[config.mk]
export PLATFORM = sky130hd
export DESIGN_NAME = txn_cache
export DESIGN_NICKNAME = d
export VERILOG_FILES = /design/src/rtl/tc_pkg.sv /design/src/rtl/tc_saq.sv /design/src/rtl/tc_marks.sv /design/src/rtl/txn_cache.sv
export SDC_FILE = /design/constraint.sdc
export NUM_CORES = 2
export LEC_CHECK = 0
export BUFFER_PORTS_ARGS = -buffer_cell sky130_fd_sc_hd__buf_4
export CORE_ASPECT_RATIO = 1.5
export CORE_MARGIN = 2
export CORE_UTILIZATION = 40
export CTS_CLUSTER_DIAMETER = 50
export DETAILED_ROUTE_END_ITERATION = 10
export PLACE_DENSITY = 0.63
export SLEW_MARGIN = 25
export SYNTH_ARGS = -nofsm -noshare
export SYNTH_HDL_FRONTEND = slang
export SYNTH_SLANG_ARGS = --single-unit
[constraint.sdc]
create_clock -name clk -period 9.52 [get_ports clk]
set_input_delay 2.856 -clock clk [delete_from_list [all_inputs] [get_ports clk]]
set_output_delay 2.856 -clock clk [all_outputs]
set_load 0.01 [all_outputs]
[src/rtl/tc_pkg.sv]
package tc_pkg;
  typedef enum logic [1:0] {
    ST_IDLE,
    ST_FILL,
    ST_ARB,
    ST_DRAIN
  } tc_state_t;
endpackage

[src/rtl/tc_saq.sv]
// Ordered queue of written line indexes, drained only while committing.
module tc_saq #(
  parameter int W     = 4,
  parameter int DEPTH = 8
) (
  input  logic         clk,
  input  logic         rst,
  input  logic         push,
  input  logic [W-1:0] push_val,
  input  logic         pop,
  input  logic         flush,
  output logic         full,
  output logic         empty,
  output logic [W-1:0] head
);
  localparam int PW = $clog2(DEPTH);
  localparam int CW = $clog2(DEPTH + 1);

  logic [W-1:0]  slot [DEPTH];
  logic [PW-1:0] wp, rp;
  logic [CW-1:0] cnt;

  function automatic logic [PW-1:0] step(input logic [PW-1:0] p);
    return (p == PW'(DEPTH - 1)) ? '0 : p + 1'b1;
  endfunction

  always_ff @(posedge clk) begin
    if (push && !full) slot[wp] <= push_val;
  end

  always_ff @(posedge clk) begin
    if (rst || flush) begin
      wp  <= '0;
      rp  <= '0;
      cnt <= '0;
    end else begin
      if (push && !full) wp <= step(wp);
      if (pop && !empty) rp <= step(rp);
      cnt <= cnt + CW'(push && !full) - CW'(pop && !empty);
    end
  end

  assign full  = (cnt == CW'(DEPTH));
  assign empty = (cnt == '0);
  assign head  = slot[rp];
endmodule

[src/rtl/tc_marks.sv]
// Per-line valid, read-mark and write-mark bits with one-cycle bulk clears.
module tc_marks #(
  parameter int IDX_W = 4
) (
  input  logic                  clk,
  input  logic                  rst,
  input  logic                  upd_en,
  input  logic [IDX_W-1:0]      upd_idx,
  input  logic                  upd_v,
  input  logic                  upd_r,
  input  logic                  upd_w,
  input  logic                  inv_en,
  input  logic [IDX_W-1:0]      inv_idx,
  input  logic                  abort_all,
  input  logic                  clear_all,
  output logic [(1<<IDX_W)-1:0] vld,
  output logic [(1<<IDX_W)-1:0] rmk,
  output logic [(1<<IDX_W)-1:0] wmk
);
  localparam int LINES = 1 << IDX_W;

  for (genvar i = 0; i < LINES; i++) begin : g_line
    always_ff @(posedge clk) begin
      if (rst) begin
        vld[i] <= 1'b0;
        rmk[i] <= 1'b0;
        wmk[i] <= 1'b0;
      end else begin
        if (abort_all) begin
          vld[i] <= vld[i] & ~wmk[i];
          rmk[i] <= 1'b0;
          wmk[i] <= 1'b0;
        end else if (clear_all) begin
          rmk[i] <= 1'b0;
          wmk[i] <= 1'b0;
        end
        if (upd_en && upd_idx == IDX_W'(i)) begin
          vld[i] <= upd_v;
          rmk[i] <= upd_r;
          wmk[i] <= upd_w;
        end
        if (inv_en && inv_idx == IDX_W'(i)) vld[i] <= 1'b0;
      end
    end
  end
endmodule

[src/rtl/txn_cache.sv]
module txn_cache
  import tc_pkg::*;
#(
  parameter int LINE_AW   = 12,
  parameter int IDX_W     = 4,
  parameter int DATA_W    = 32,
  parameter int SAQ_DEPTH = 8
) (
  input  logic               clk,
  input  logic               rst,
  input  logic               core_req,
  input  logic               core_we,
  input  logic [LINE_AW-1:0] core_addr,
  input  logic [DATA_W-1:0]  core_wdata,
  output logic               core_ack,
  output logic [DATA_W-1:0]  core_rdata,
  output logic               overflow,
  input  logic               tx_commit,
  output logic               arb_req,
  input  logic               arb_gnt,
  output logic               commit_done,
  output logic               violation,
  output logic               bc_valid,
  output logic [LINE_AW-1:0] bc_addr,
  output logic [DATA_W-1:0]  bc_data,
  input  logic               snoop_valid,
  input  logic [LINE_AW-1:0] snoop_addr,
  output logic               mem_req,
  output logic [LINE_AW-1:0] mem_addr,
  input  logic               mem_ack,
  input  logic [DATA_W-1:0]  mem_data
);
  localparam int TAG_W = LINE_AW - IDX_W;
  localparam int LINES = 1 << IDX_W;

  tc_state_t state;
  logic [TAG_W-1:0]  tag_q  [LINES];
  logic [DATA_W-1:0] data_q [LINES];
  logic [LINES-1:0]  vld, rmk, wmk;
  logic              drop_q;

  // request and snoop decode
  logic [IDX_W-1:0] r_idx, s_idx, f_idx, q_head;
  logic [TAG_W-1:0] r_tag, s_tag;
  logic hit, granted, snoop_live, s_hit, abort_now, inv_en;
  logic core_go, ovf_now, ld_hit, st_do, ld_miss, push, q_full, q_empty;
  logic fill_done, fill_keep, drain_end, pop;

  assign r_idx = core_addr[IDX_W-1:0];
  assign r_tag = core_addr[LINE_AW-1:IDX_W];
  assign s_idx = snoop_addr[IDX_W-1:0];
  assign s_tag = snoop_addr[LINE_AW-1:IDX_W];
  assign f_idx = mem_addr[IDX_W-1:0];

  assign hit        = vld[r_idx] && (tag_q[r_idx] == r_tag);
  assign granted    = (state == ST_DRAIN) || (state == ST_ARB && arb_gnt);
  assign snoop_live = snoop_valid && !granted;
  assign s_hit      = snoop_live && vld[s_idx] && (tag_q[s_idx] == s_tag);
  assign abort_now  = s_hit && rmk[s_idx];
  assign inv_en     = s_hit && !wmk[s_idx];

  assign core_go = (state == ST_IDLE) && core_req && !core_ack && !snoop_valid && !tx_commit;
  assign ovf_now = core_go && ((!hit && vld[r_idx] && (rmk[r_idx] || wmk[r_idx])) ||
                               (core_we && !(hit && wmk[r_idx]) && q_full));
  assign ld_hit  = core_go && !core_we && hit;
  assign st_do   = core_go && core_we && !ovf_now;
  assign ld_miss = core_go && !core_we && !hit && !ovf_now;
  assign push    = st_do && !(hit && wmk[r_idx]);

  assign fill_done = (state == ST_FILL) && mem_ack;
  assign fill_keep = !drop_q && !abort_now;
  assign drain_end = (state == ST_DRAIN) && q_empty;
  assign pop       = (state == ST_DRAIN) && !q_empty;

  // single write port into the line arrays
  logic               upd_en, upd_r, upd_w;
  logic [IDX_W-1:0]   upd_idx;
  always_comb begin
    upd_en  = 1'b0;
    upd_idx = r_idx;
    upd_r   = 1'b0;
    upd_w   = 1'b0;
    if (fill_done) begin
      upd_en  = 1'b1;
      upd_idx = f_idx;
      upd_r   = fill_keep;
    end else if (ld_hit) begin
      upd_en = 1'b1;
      upd_r  = 1'b1;
      upd_w  = wmk[r_idx];
    end else if (st_do) begin
      upd_en = 1'b1;
      upd_r  = hit && rmk[r_idx];
      upd_w  = 1'b1;
    end
  end

  always_ff @(posedge clk) begin
    if (fill_done) begin
      data_q[f_idx] <= mem_data;
      tag_q[f_idx]  <= mem_addr[LINE_AW-1:IDX_W];
    end else if (st_do) begin
      data_q[r_idx] <= core_wdata;
      tag_q[r_idx]  <= r_tag;
    end
  end

  tc_marks #(.IDX_W(IDX_W)) i_marks (
    .clk(clk), .rst(rst),
    .upd_en(upd_en), .upd_idx(upd_idx), .upd_v(1'b1), .upd_r(upd_r), .upd_w(upd_w),
    .inv_en(inv_en), .inv_idx(s_idx),
    .abort_all(abort_now), .clear_all(drain_end),
    .vld(vld), .rmk(rmk), .wmk(wmk)
  );

  tc_saq #(.W(IDX_W), .DEPTH(SAQ_DEPTH)) i_saq (
    .clk(clk), .rst(rst),
    .push(push), .push_val(r_idx), .pop(pop), .flush(abort_now || drain_end),
    .full(q_full), .empty(q_empty), .head(q_head)
  );

  always_ff @(posedge clk) begin
    if (rst) begin
      state       <= ST_IDLE;
      core_ack    <= 1'b0;
      core_rdata  <= '0;
      overflow    <= 1'b0;
      arb_req     <= 1'b0;
      commit_done <= 1'b0;
      violation   <= 1'b0;
      bc_valid    <= 1'b0;
      bc_addr     <= '0;
      bc_data     <= '0;
      mem_req     <= 1'b0;
      mem_addr    <= '0;
      drop_q      <= 1'b0;
    end else begin
      core_ack    <= 1'b0;
      commit_done <= 1'b0;
      violation   <= abort_now;
      bc_valid    <= 1'b0;
      overflow    <= ovf_now;
      if (abort_now) arb_req <= 1'b0;
      unique case (state)
        ST_IDLE: begin
          if (!abort_now) begin
            if (tx_commit) begin
              state   <= ST_ARB;
              arb_req <= 1'b1;
            end else if (ld_hit) begin
              core_ack   <= 1'b1;
              core_rdata <= data_q[r_idx];
            end else if (st_do) begin
              core_ack <= 1'b1;
            end else if (ld_miss) begin
              state    <= ST_FILL;
              mem_req  <= 1'b1;
              mem_addr <= core_addr;
              drop_q   <= 1'b0;
            end
          end
        end
        ST_FILL: begin
          if (mem_ack) begin
            mem_req <= 1'b0;
            state   <= ST_IDLE;
            if (fill_keep) begin
              core_ack   <= 1'b1;
              core_rdata <= mem_data;
            end
          end else if (abort_now) begin
            drop_q <= 1'b1;
          end
        end
        ST_ARB: begin
          if (arb_gnt) state <= ST_DRAIN;
          else if (abort_now) state <= ST_IDLE;
        end
        ST_DRAIN: begin
          if (!q_empty) begin
            bc_valid <= wmk[q_head];
            bc_addr  <= {tag_q[q_head], q_head};
            bc_data  <= data_q[q_head];
          end else begin
            commit_done <= 1'b1;
            arb_req     <= 1'b0;
            state       <= ST_IDLE;
          end
        end
        default: state <= ST_IDLE;
      endcase
    end
  end
endmodule

==> impl_metrics.toml <==
[cts]
cts_buffers = 87
cts.hold.buffers_added = 0
htree_num_levels = 3
clockBufferDepth = 3
worstSkewPairLatency_ns = 0.69
tritoncts_num_sinks = 831
ctsRootBufferMaster = "clkbuf_16"
postCtsSetupBuffers = 0
cts_repair_resize_count = 0
worst_setup_hold_path_clk_slew_ns = 0.06
clock_tree_from_tritoncts = "yes"

[global_route]
use_met2_pct = 39.6
pin_count_of_the_biggest_net_entering_global_routing = 151
grt_busiest_layer = "met2"
global_route.usage.met3_pct = 3.50
met1_usage_pct = 29.3
gr-total-overflow = 0
grt_usage_pct = 23.3
grt_pass1_vias = 27400
global_route_wire_length_before_repair_mm = 181
antenna_found_initial = 1

[placed_design]
place_ws_ns = 1.70
place.detailed.hpwl_mm = 77.7
io_buffers = 190
gpl.final_weighted_congestion = 0.944

[sta]
grt_setup_unrepaired = "false"
maxSlewViolCount = 0
finalCritPeriodShare_pct = 75.5
finClkSkew_ns = 0.0296
max_slew.worst_pin.slew_ns = 1.10
setup_slack_ns = 2.33
timing.fmax_mhz = 139
timing.setup.tns_ns = 0
max_slew_headroom_at_the_worst_pin_pct = 26.7
setup_viol = 0
minimum_clock_period_after_layout_ns = 7.19
final_hold_viol_count = 0

[die]
core_area_um2 = 101000
ioPinCount = 191
die_area_um2 = 105000
start_util_pct = 40.3
floorplan.die.height_um = 395
die-width_um = 265
num_rows = 143

[power_and_ir_drop]
max-vdd-ir-drop_mv = 0.122
combPwrFrac_pct = 12.4
p_leak_nw = 15.7
netSwitchingPower_mw = 2.18
powerDensity_nw_per_um2 = 183
clock_power_share_pct = 39.8
seqPwrFrac_pct = 47.8
switching_share_pct = 25.5
cellInternalPower_mw = 6.36

[critical_path]
crit_required_ns = 9.89
crit_chain = "buf_8 -> mux4_2 -> xor2_1 -> o21ai_1 -> and4_1 -> a41oi_2 -> o41ai_4 -> nand3_2 -> nor2_1 -> nand2_1 -> o22ai_4 -> buf_4"
cp-start-kind = "input pin"
slowest_delay_ns = 0.89
critPathMaxFanout = 72
category_of_the_critical_setup_timing_path = "input pin to flip-flop"
r2r_end = "bc_addr[4]"
cp-end-kind = "flip-flop"
timing.reg2reg.setup_slack_ns = 4.66
critPathSlowestCell = "o22ai_4"
worst_ep_arrival_time_ns = 7.56
worst-r2r-cell-count = 9

[cells_and_area]
seqCellArea_um2 = 23400
multiInputGateArea_um2 = 16600
area_growth_pct = 14.1
filler_cell_count = 8885
nNetsFinal = 3081
drive_gt1_share_pct = 24.2
diodes = 0

[logic_synthesis]
ys_top_cells_by_count = "edfxtp_1 (672), nand2_1 (325), mux2i_1 (267)"
ys_warn_count = 0
yosys_register_bits = 831
ys_dominant_reg_cell = "edfxtp_1"
synth_most_common_cell = "edfxtp_1"
async_flop_share_pct = 0
synth_fp_nets = 2976
edff_count_synth = 672
share_of_yosys_cell_area_claimed_by_the_top_area_cell_type_pct = 49.4
netlist_instances = 2865
synth_area_per_cell_um2 = 14.2
netlist-cell-type-count = 84
synth.largest_area_cell = "edfxtp_1"
synth_top_cells_by_area = "edfxtp_1 (49%), mux4_2 (14%), dfxtp_1 (7.8%)"
synth_area_um2 = 40800
seq_area_frac_synth_pct = 57.2

[drt]
wl_per_cell_um = 28.0
antenna_left = 0
initial_drt_pass_iterations = 6
drt_drc_violations_left = 0
routed_via_density = 6.15
drt_wl_total_mm = 122
detailedRoute.firstIterationViolations = 2583
dr_total_vias = 26700

[min_path]
hold_start = "i_saq.rp[2]"
worst_hold_path_type = "flip-flop to flip-flop"
min_path_cells = 2

[outcome]
outcome = "completed"

[flow_run]
number_of_max_cap_violations = 0
## cells by family (layout without fill, tap and decap cells)
kind of cell               Yosys count  count (layout)  share of synthesized area (%)
DFF                                831             831                           57.2
and+or+nand+nor                    663             663                           7.53
muxes                              590             590                           22.7
AOI/OAI and AO/OA                  485             485                           8.72
buffers and inverters              256             434                           2.83
xor gates and xnor gates            25              25                          0.536
adders and majority gates           15              15                          0.478
## power by group through the flow
stage / Sequential [mW] / Clock [mW] / Combinational (mW)
4_1_cts: 4.08 / 3.45 / 1.06
3_5_place_dp: 4.16 / 0 / 1.06
6_report: 4.08 / 3.40 / 1.06
2_1_floorplan: 4.16 / 0 / 0.655
3_3_place_gp: 4.16 / 0 / 1.05
5_1_grt: 4.09 / 3.59 / 1.14
## area by class of cell
| class | instances | area share, % |
|---|---|---|
| inverters | 27 | 0.220 |
| well taps | 1305 | 3.51 |
| flip-flops and latches | 831 | 50.2 |
| multi-input cells | 1778 | 35.6 |
| clock inverters | 41 | 0.806 |
| clock buffers | 121 | 5.29 |
| repair buffers | 245 | 4.40 |
## state kept, by name, summed over array words and instances, names as in the netlist, named ones only
name and cells:
bc_data 32, core_rdata 32, i_marks.vld 16, i_saq.wp 3, i_saq.rp 3, i_marks.wmk 16, i_saq.slot 32, violation 1
tag_q 128, bc_valid 1, commit_done 1, data_q 512, i_marks.rmk 16, i_saq.cnt 4, drop_q 1, core_ack 1
state 2, arb_req 1, overflow 1, mem_req 1, bc_addr 12, mem_addr 12
## placed cells by master, fill, tap and decap left out, drive strengths merged, types with 5 or more instances in the layout
cell type  count
a211oi       182
and3           7
nor2b         12
clkbuf       121
ha            14
edfxtp       672
inv           29
and2         105
clkinv        31
a221oi         8
nand2b        10
a22oi         30
dfxtp        159
xnor2         19
o22ai         14
nor3          25
nor3b          6
nand2        325
o21ai         27
a31oi         44
buf          245
xor2           6
a21o           5
nor2         124
mux2          62
a21oi         63
nor4           9
mux4         261
nand3         13
a311oi        80
mux2i        267
## metrics by stage
stage               hold slack [ns]  instances  cell area, µm²  power, mW  util, %
detailed placement            0.462       4185           43700       5.22     43.2
global placement              0.451       4183           43700       5.21     43.1
global route                  0.487       4348           46600       8.82     46.0
CTS                           0.471       4347           46500       8.60     46.0
finish                        0.476       4348           46600       8.54     46.0
floorplan                     0.441       2865           40800       4.81        -
## critical path, delay by kind of cell
family          cells  cell delay, ns
compound gates      4            1.78
simple gates        4            1.08
buf+inv             2            0.88
mux                 1            0.60
xor+xnor            1            0.16
## how the worst max path moves through the flow
stage,from,slack (ns),endpoint,cells after the start
2_1_floorplan,core_addr[3],0.85,data_q[10][0],12
3_3_place_gp,core_addr[0],1.68,data_q[9][7],12
3_5_place_dp,core_addr[0],1.70,data_q[9][15],12
4_1_cts,core_addr[0],2.41,data_q[9][7],12
5_1_grt,core_addr[0],2.06,data_q[12][8],12
6_report,core_addr[0],2.33,data_q[9][16],12
## layer usage
metal | up-vias | share of wire [%]
met5 | - | 0.011
met4 | 2 | 4.3
met3 | 279 | 6.2
met2 | 1107 | 50
met1 | 13700 | 39
li1 | 11600 | -
(Power assumes the default switching activity.)
